[config.mk]
export PLATFORM = sky130hd
export DESIGN_NAME = tcm_decoder
export DESIGN_NICKNAME = d
export VERILOG_FILES = /design/src/rtl/tcm_dec_pkg.sv /design/src/rtl/tcm_align.sv /design/src/rtl/tcm_geom.sv /design/src/rtl/tcm_decoder.sv
export SDC_FILE = /design/constraint.sdc
export NUM_CORES = 1
export LEC_CHECK = 0
export ABC_AREA = 1
export BUFFER_PORTS_ARGS = -buffer_cell sky130_fd_sc_hd__buf_2
export CORE_MARGIN = 1
export CORE_UTILIZATION = 40
export CTS_CLUSTER_SIZE = 10
export DETAILED_ROUTE_END_ITERATION = 10
export PLACE_DENSITY = 0.66
export REMOVE_ABC_BUFFERS = 1
export SKIP_CTS_REPAIR_TIMING = 1
export SYNTH_ARGS = -nofsm -noshare
export SYNTH_HDL_FRONTEND = slang
export SYNTH_SLANG_ARGS = --single-unit
[constraint.sdc]
create_clock -name clk -period 1.7 [get_ports clk]
set_input_delay 0.17 -clock clk [delete_from_list [all_inputs] [get_ports clk]]
set_output_delay 0.17 -clock clk [all_outputs]
set_load 0.005 [all_outputs]
[src/rtl/tcm_dec_pkg.sv]
package tcm_dec_pkg;
   localparam int ADDR_W = 32;

   typedef logic [ADDR_W-1:0] addr_t;

   typedef enum logic [1:0] {
      ACC_BYTE = 2'd0,
      ACC_HALF = 2'd1,
      ACC_WORD = 2'd2
   } acc_size_e;

   typedef struct packed {
      addr_t base;
      addr_t mask;
      addr_t limit;
   } win_t;
endpackage

[src/rtl/tcm_align.sv]
module tcm_align
   import tcm_dec_pkg::*;
(
   input  addr_t      addr_i,
   input  logic [1:0] size_i,
   output addr_t      addr_o
);
   always_comb begin
      unique case (size_i)
         ACC_HALF: addr_o = {addr_i[ADDR_W-1:1], 1'b0};
         ACC_WORD: addr_o = {addr_i[ADDR_W-1:2], 2'b00};
         default:  addr_o = addr_i;
      endcase
   end
endmodule

[src/rtl/tcm_geom.sv]
module tcm_geom
   import tcm_dec_pkg::*;
#(
   parameter bit          IS_DATA    = 1'b0,
   parameter int unsigned UNIT_BYTES = 512,
   parameter int unsigned MIN_BYTES  = 4096,
   parameter int unsigned FIELD_LSB  = 1,
   parameter int unsigned FIELD_W    = 5
) (
   input  logic  en_i,
   input  addr_t setting_i,
   output win_t  win_o
);
   localparam addr_t UNIT     = addr_t'(UNIT_BYTES);
   localparam addr_t MIN_SZ   = addr_t'(MIN_BYTES);
   localparam addr_t LOW_KEEP = ~(MIN_SZ - addr_t'(1));

   logic [FIELD_W-1:0] fld;
   addr_t              raw_sz;

   assign fld    = setting_i[FIELD_LSB +: FIELD_W];
   assign raw_sz = UNIT << fld;

   generate
      if (IS_DATA) begin : g_data
         addr_t sz;
         addr_t msk;
         assign sz  = (raw_sz < MIN_SZ) ? MIN_SZ : raw_sz;
         assign msk = LOW_KEEP & ~(sz - addr_t'(1));
         always_comb begin
            win_o.limit = '0;
            if (en_i) begin
               win_o.mask = msk;
               win_o.base = setting_i & msk;
            end else begin
               win_o.mask = '0;
               win_o.base = '1;
            end
         end
      end else begin : g_instr
         always_comb begin
            win_o.base  = '0;
            win_o.mask  = '0;
            win_o.limit = en_i ? raw_sz : '0;
         end
      end
   endgenerate
endmodule

[src/rtl/tcm_decoder.sv]
module tcm_decoder
   import tcm_dec_pkg::*;
#(
   parameter int unsigned I_PHYS_BYTES = 32768,
   parameter int unsigned D_PHYS_BYTES = 16384,
   parameter int unsigned D_EN_BIT     = 16,
   parameter int unsigned I_EN_BIT     = 18,
   parameter int unsigned UNIT_BYTES   = 512,
   parameter int unsigned D_MIN_BYTES  = 4096,
   parameter logic [31:0] D_KEEP       = 32'hFFFF_F03E,
   parameter logic [31:0] I_KEEP       = 32'h0000_003E,
   localparam int unsigned IOFF_W      = $clog2(I_PHYS_BYTES),
   localparam int unsigned DOFF_W      = $clog2(D_PHYS_BYTES)
) (
   input  logic              clk,
   input  logic              rst_n,
   input  logic              ctrl_wr,
   input  logic [31:0]       ctrl_wdata,
   input  logic              dset_wr,
   input  logic              iset_wr,
   input  logic [31:0]       set_wdata,
   input  logic              acc_valid,
   input  logic              acc_code,
   input  logic [1:0]        acc_size,
   input  logic [31:0]       acc_addr,
   output logic              itcm_hit,
   output logic              dtcm_hit,
   output logic [IOFF_W-1:0] itcm_off,
   output logic [DOFF_W-1:0] dtcm_off,
   output logic              one_cycle,
   output logic [31:0]       dset_q,
   output logic [31:0]       iset_q
);
   generate
      if ((I_PHYS_BYTES & (I_PHYS_BYTES - 1)) != 0 || I_PHYS_BYTES < 4) begin : g_bad_i
         $error("I_PHYS_BYTES must be a power of two of at least 4");
      end
      if ((D_PHYS_BYTES & (D_PHYS_BYTES - 1)) != 0 || D_PHYS_BYTES < 4) begin : g_bad_d
         $error("D_PHYS_BYTES must be a power of two of at least 4");
      end
      if (D_EN_BIT > 31 || I_EN_BIT > 31 || D_EN_BIT == I_EN_BIT) begin : g_bad_bits
         $error("enable bit positions must be distinct and below 32");
      end
      if ((D_MIN_BYTES & (D_MIN_BYTES - 1)) != 0) begin : g_bad_min
         $error("D_MIN_BYTES must be a power of two");
      end
   endgenerate

   logic  den_q, ien_q, den_n, ien_n;
   addr_t dset_n, iset_n;
   win_t  dwin_n, iwin_n, dwin_q, iwin_q;
   addr_t a_al;
   logic  i_in, d_in;

   assign den_n  = ctrl_wr ? ctrl_wdata[D_EN_BIT] : den_q;
   assign ien_n  = ctrl_wr ? ctrl_wdata[I_EN_BIT] : ien_q;
   assign dset_n = dset_wr ? (set_wdata & D_KEEP) : dset_q;
   assign iset_n = iset_wr ? (set_wdata & I_KEEP) : iset_q;

   tcm_geom #(
      .IS_DATA(1'b1), .UNIT_BYTES(UNIT_BYTES), .MIN_BYTES(D_MIN_BYTES),
      .FIELD_LSB(1), .FIELD_W(5)
   ) u_dgeom (
      .en_i(den_n), .setting_i(dset_n), .win_o(dwin_n)
   );

   tcm_geom #(
      .IS_DATA(1'b0), .UNIT_BYTES(UNIT_BYTES), .MIN_BYTES(D_MIN_BYTES),
      .FIELD_LSB(1), .FIELD_W(5)
   ) u_igeom (
      .en_i(ien_n), .setting_i(iset_n), .win_o(iwin_n)
   );

   always_ff @(posedge clk or negedge rst_n) begin
      if (!rst_n) begin
         den_q       <= 1'b0;
         ien_q       <= 1'b0;
         dset_q      <= '0;
         iset_q      <= '0;
         dwin_q.base <= '1;
         dwin_q.mask <= '0;
         dwin_q.limit<= '0;
         iwin_q      <= '0;
      end else begin
         den_q  <= den_n;
         ien_q  <= ien_n;
         dset_q <= dset_n;
         iset_q <= iset_n;
         if (ctrl_wr || dset_wr) dwin_q <= dwin_n;
         if (ctrl_wr || iset_wr) iwin_q <= iwin_n;
      end
   end

   tcm_align u_align (
      .addr_i(acc_addr), .size_i(acc_size), .addr_o(a_al)
   );

   assign i_in = a_al < iwin_q.limit;
   assign d_in = (a_al & dwin_q.mask) == dwin_q.base;

   assign itcm_hit  = acc_valid && i_in;
   assign dtcm_hit  = acc_valid && !acc_code && !i_in && d_in;
   assign one_cycle = itcm_hit || dtcm_hit;
   assign itcm_off  = a_al[IOFF_W-1:0];
   assign dtcm_off  = a_al[DOFF_W-1:0];
endmodule

==> qor.yml <==
status:
  status: "finished with violations"
  violations: "negative setup slack"
pwr:
  max-vdd-ir-drop_mv: 0.502
  leakage_nw: 3.86
  powerDensity_nw_per_um2: 850
  fin_total_pwr_mw: 6.39
setup_path:
  arrival_ns: 2.04
  end_kind: "primary output"
  path_class: "reg2out"
  crit_path_frequent_cell: "nand2_1"
  crit_chain: "inv_2, ha_4, nand2_4, buf_4, nor2_2, nand2_1, o211ai_1, nand2_1, nand4_1, nand2_1, buf_2"
  slowest_delay_ns: 0.35
  crit_path_max_fanout: 2
  path_delay_family: "simple AND/OR/NAND/NOR gates"
  crit_path_start_kind: "register"
  worst_ep_required_time_ns: 1.53
  crit_buf_inv: 3
  crit_path_top_delay_cell: "dfrtp_1"
sta:
  hold_viol: 0
  hold_ws_ns: 0.0384
  fin_worst_skew_ns: 0.00937
  min_period_over_period_pct: 130
  maxSlewViolCount: 0
  layout_setup_ws_ns: -0.508
  period_needed_ns: 2.21
  max_freq_mhz: 453
  rsz0062_at_grt: "yes"
  setup_viol: 3
yosys:
  syn-instance-count: 732
  synth_top_cell_by_area: "dfrtp_1"
  synth_cell_types: 48
  synth_area_leaders: "dfrtp_1 (32%), nand2_1 (14%), dfstp_2 (9.5%)"
  syn_area_per_cell_um2: 7.96
  synth_top_family_by_area: "simple AND/OR/NAND/NOR gates"
  ys_ff_latch: 96
  synth_fa_ha_area_share_pct: 5.16
  yosysWarnings: 0
  ys_seq_area_share_pct: 41.7
  synth_mux_area_share_pct: 0
  synth_compound_area_share_pct: 8.23
  synth_area_um2: 5820
  synth.top_cell.area_share_pct: 32.2
  synth_ff_type: "dfrtp_1"
  synth-edff-count: 0
  yosys.area_share.xor_xnor_pct: 1.50
  synth-simple-area-share_pct: 28.5
  async_flop_share_pct: 100
global_route:
  antenna_found_initial: 0
  grtUsageTotal_pct: 21.8
  grt_pass1_wl_um: 24800
  grt_max_degree: 40
  top_usage_layer: "met2"
  met2_usage_pct: 33.8
  grt_pass1_vias: 4975
  grtUsageMet3_pct: 5.16
  gr-usage-met1_pct: 29.3
  overflow: 0
cells_and_area:
  diodes: 0
  final_util_pct: 53.5
  nFillCells: 1349
  area_growth_syn_to_layout_pct: 29.0
  layout_common_cells: "nand2_1 (208), buf_2 (110), buf_4 (86), dfrtp_1 (75), inv_1 (73)"
  layout_commonest_cell: "nand2_1"
  fin_nets: 1031
  drive_above_1_share_pct: 36.1
clock_tree:
  clock-sinks: 96
  cts_made_buffers: 9
  clk_pin_slew_worst_paths_ns: 0.07
  cts.path.max_buffers: 2
  cts_tree: "built"
  worst_skew_pair.late_latency_ns: 0.35
  clockRootBuffer: "clkbuf_16"
  cts_htree_levels: 3
place:
  io_buffers: 111
  dpl.hpwl_um: 11900
  place.gp.congestion: 0.896
die:
  dieHeight_um: 123
  rows: 43
  die_w_um: 123
  io_pins: 201
  initial_core_util_pct: 41.5
  dieArea_um2: 15000
  core_area_um2: 14000
run:
  maxCapViolations: 0
routing:
  routedWlPerCell_um: 14.5
  routed_wl_um: 15700
  drc: 0
  avgViaCountPerCell: 4.80
  drt_iter0_drc: 273
  first_pass_iters: 5
  antenna_left: 0
  vias: 5217
worst_hold_path:
  hold_path_class: "in2reg"
## cells by family after synthesis
family	Yosys count
AND/OR/NAND/NOR	362
buffers and inverters	163
flip-flops	96
AO/OA/AOI/OAI	76
adder cells (fa/ha/maj)	24
XOR/XNOR	10
other	1
## layer usage
metal | vias to the layer above | part of all wire, %
li1 | 2614 | -
met1 | 2409 | 45
met2 | 175 | 46
met3 | 19 | 6.6
met4 | 0 | 2.4
met5 | - | 0
## cells in the mapped netlist, types with 8 or more instances
cell type / count
ha_1: 24
dfstp_2: 21
clkbuf_1: 12
nand2_1: 220
inv_1: 79
nand4_1: 9
nor3_1: 8
buf_4: 61
nand3_1: 44
a21oi_1: 17
xor2_1: 9
o32ai_1: 8
o22ai_1: 17
nand2_2: 11
nor2_1: 41
dfrtp_1: 75
o21ai_0: 17
## layout make-up
cell class | count | area [um^2] | area share, %
Timing Repair Buffer | 204 | 1320 | 17.6
Sequential cell | 96 | 2430 | 32.3
Clock inverter | 5 | 62.6 | 0.833
Inverter | 85 | 335 | 4.46
Tap cell | 180 | 225 | 3.00
Clock buffer | 11 | 253 | 3.36
Multi-Input combinational cell | 506 | 2890 | 38.4
## sequential cells by signal, summed over array words and instances (netlist names)
name,cells
den_q,1
dset_q,25
dwin_q,41
ien_q,1
iset_q,5
iwin_q,23
## worst min-delay path: cells and delay by family
| family | cells | cell delay, ns |
|---|---|---|
| and+or+nand+nor | 2 | 0.12 |
| buffers and inverters | 1 | 0.07 |
## power breakdown
| group | internal [mW] | switching (mW) |
|---|---|---|
| Clock | 1.23 | 0.936 |
| Combinational | 0.661 | 0.890 |
| Sequential | 2.55 | 0.122 |
| Total | 4.44 | 1.95 |
## metrics by stage
stage / worst slack, ns / cell area [um^2] / setup TNS, ns / std cells
floorplan: -0.367 / 5410 / -5.02 / 687
global placement: -0.128 / 6820 / -1.65 / 1057
detailed placement: -0.174 / 6820 / -2.39 / 1057
CTS: -0.490 / 7140 / -1.44 / 1073
global route: -0.600 / 7510 / -2.36 / 1087
finish: -0.508 / 7510 / -1.49 / 1087
## worst paths after layout
path / startpoint / to / slack, ns / cells past startpoint
max: iwin_q[23] / one_cycle / -0.51 / 11
min: ctrl_wdata[16] / den_q / 0.04 / 3
max reg2reg: dset_q[4] / dwin_q[51] / 0.04 / 12
min reg2reg: dwin_q[75] / dwin_q[75] / 0.47 / 2
max in group asynchronous: rst_n / dwin_q[90] / 0.77 / 3
min in group asynchronous: rst_n / den_q / 0.29 / 2
No activity file was read; power rests on OpenSTA's default activity.
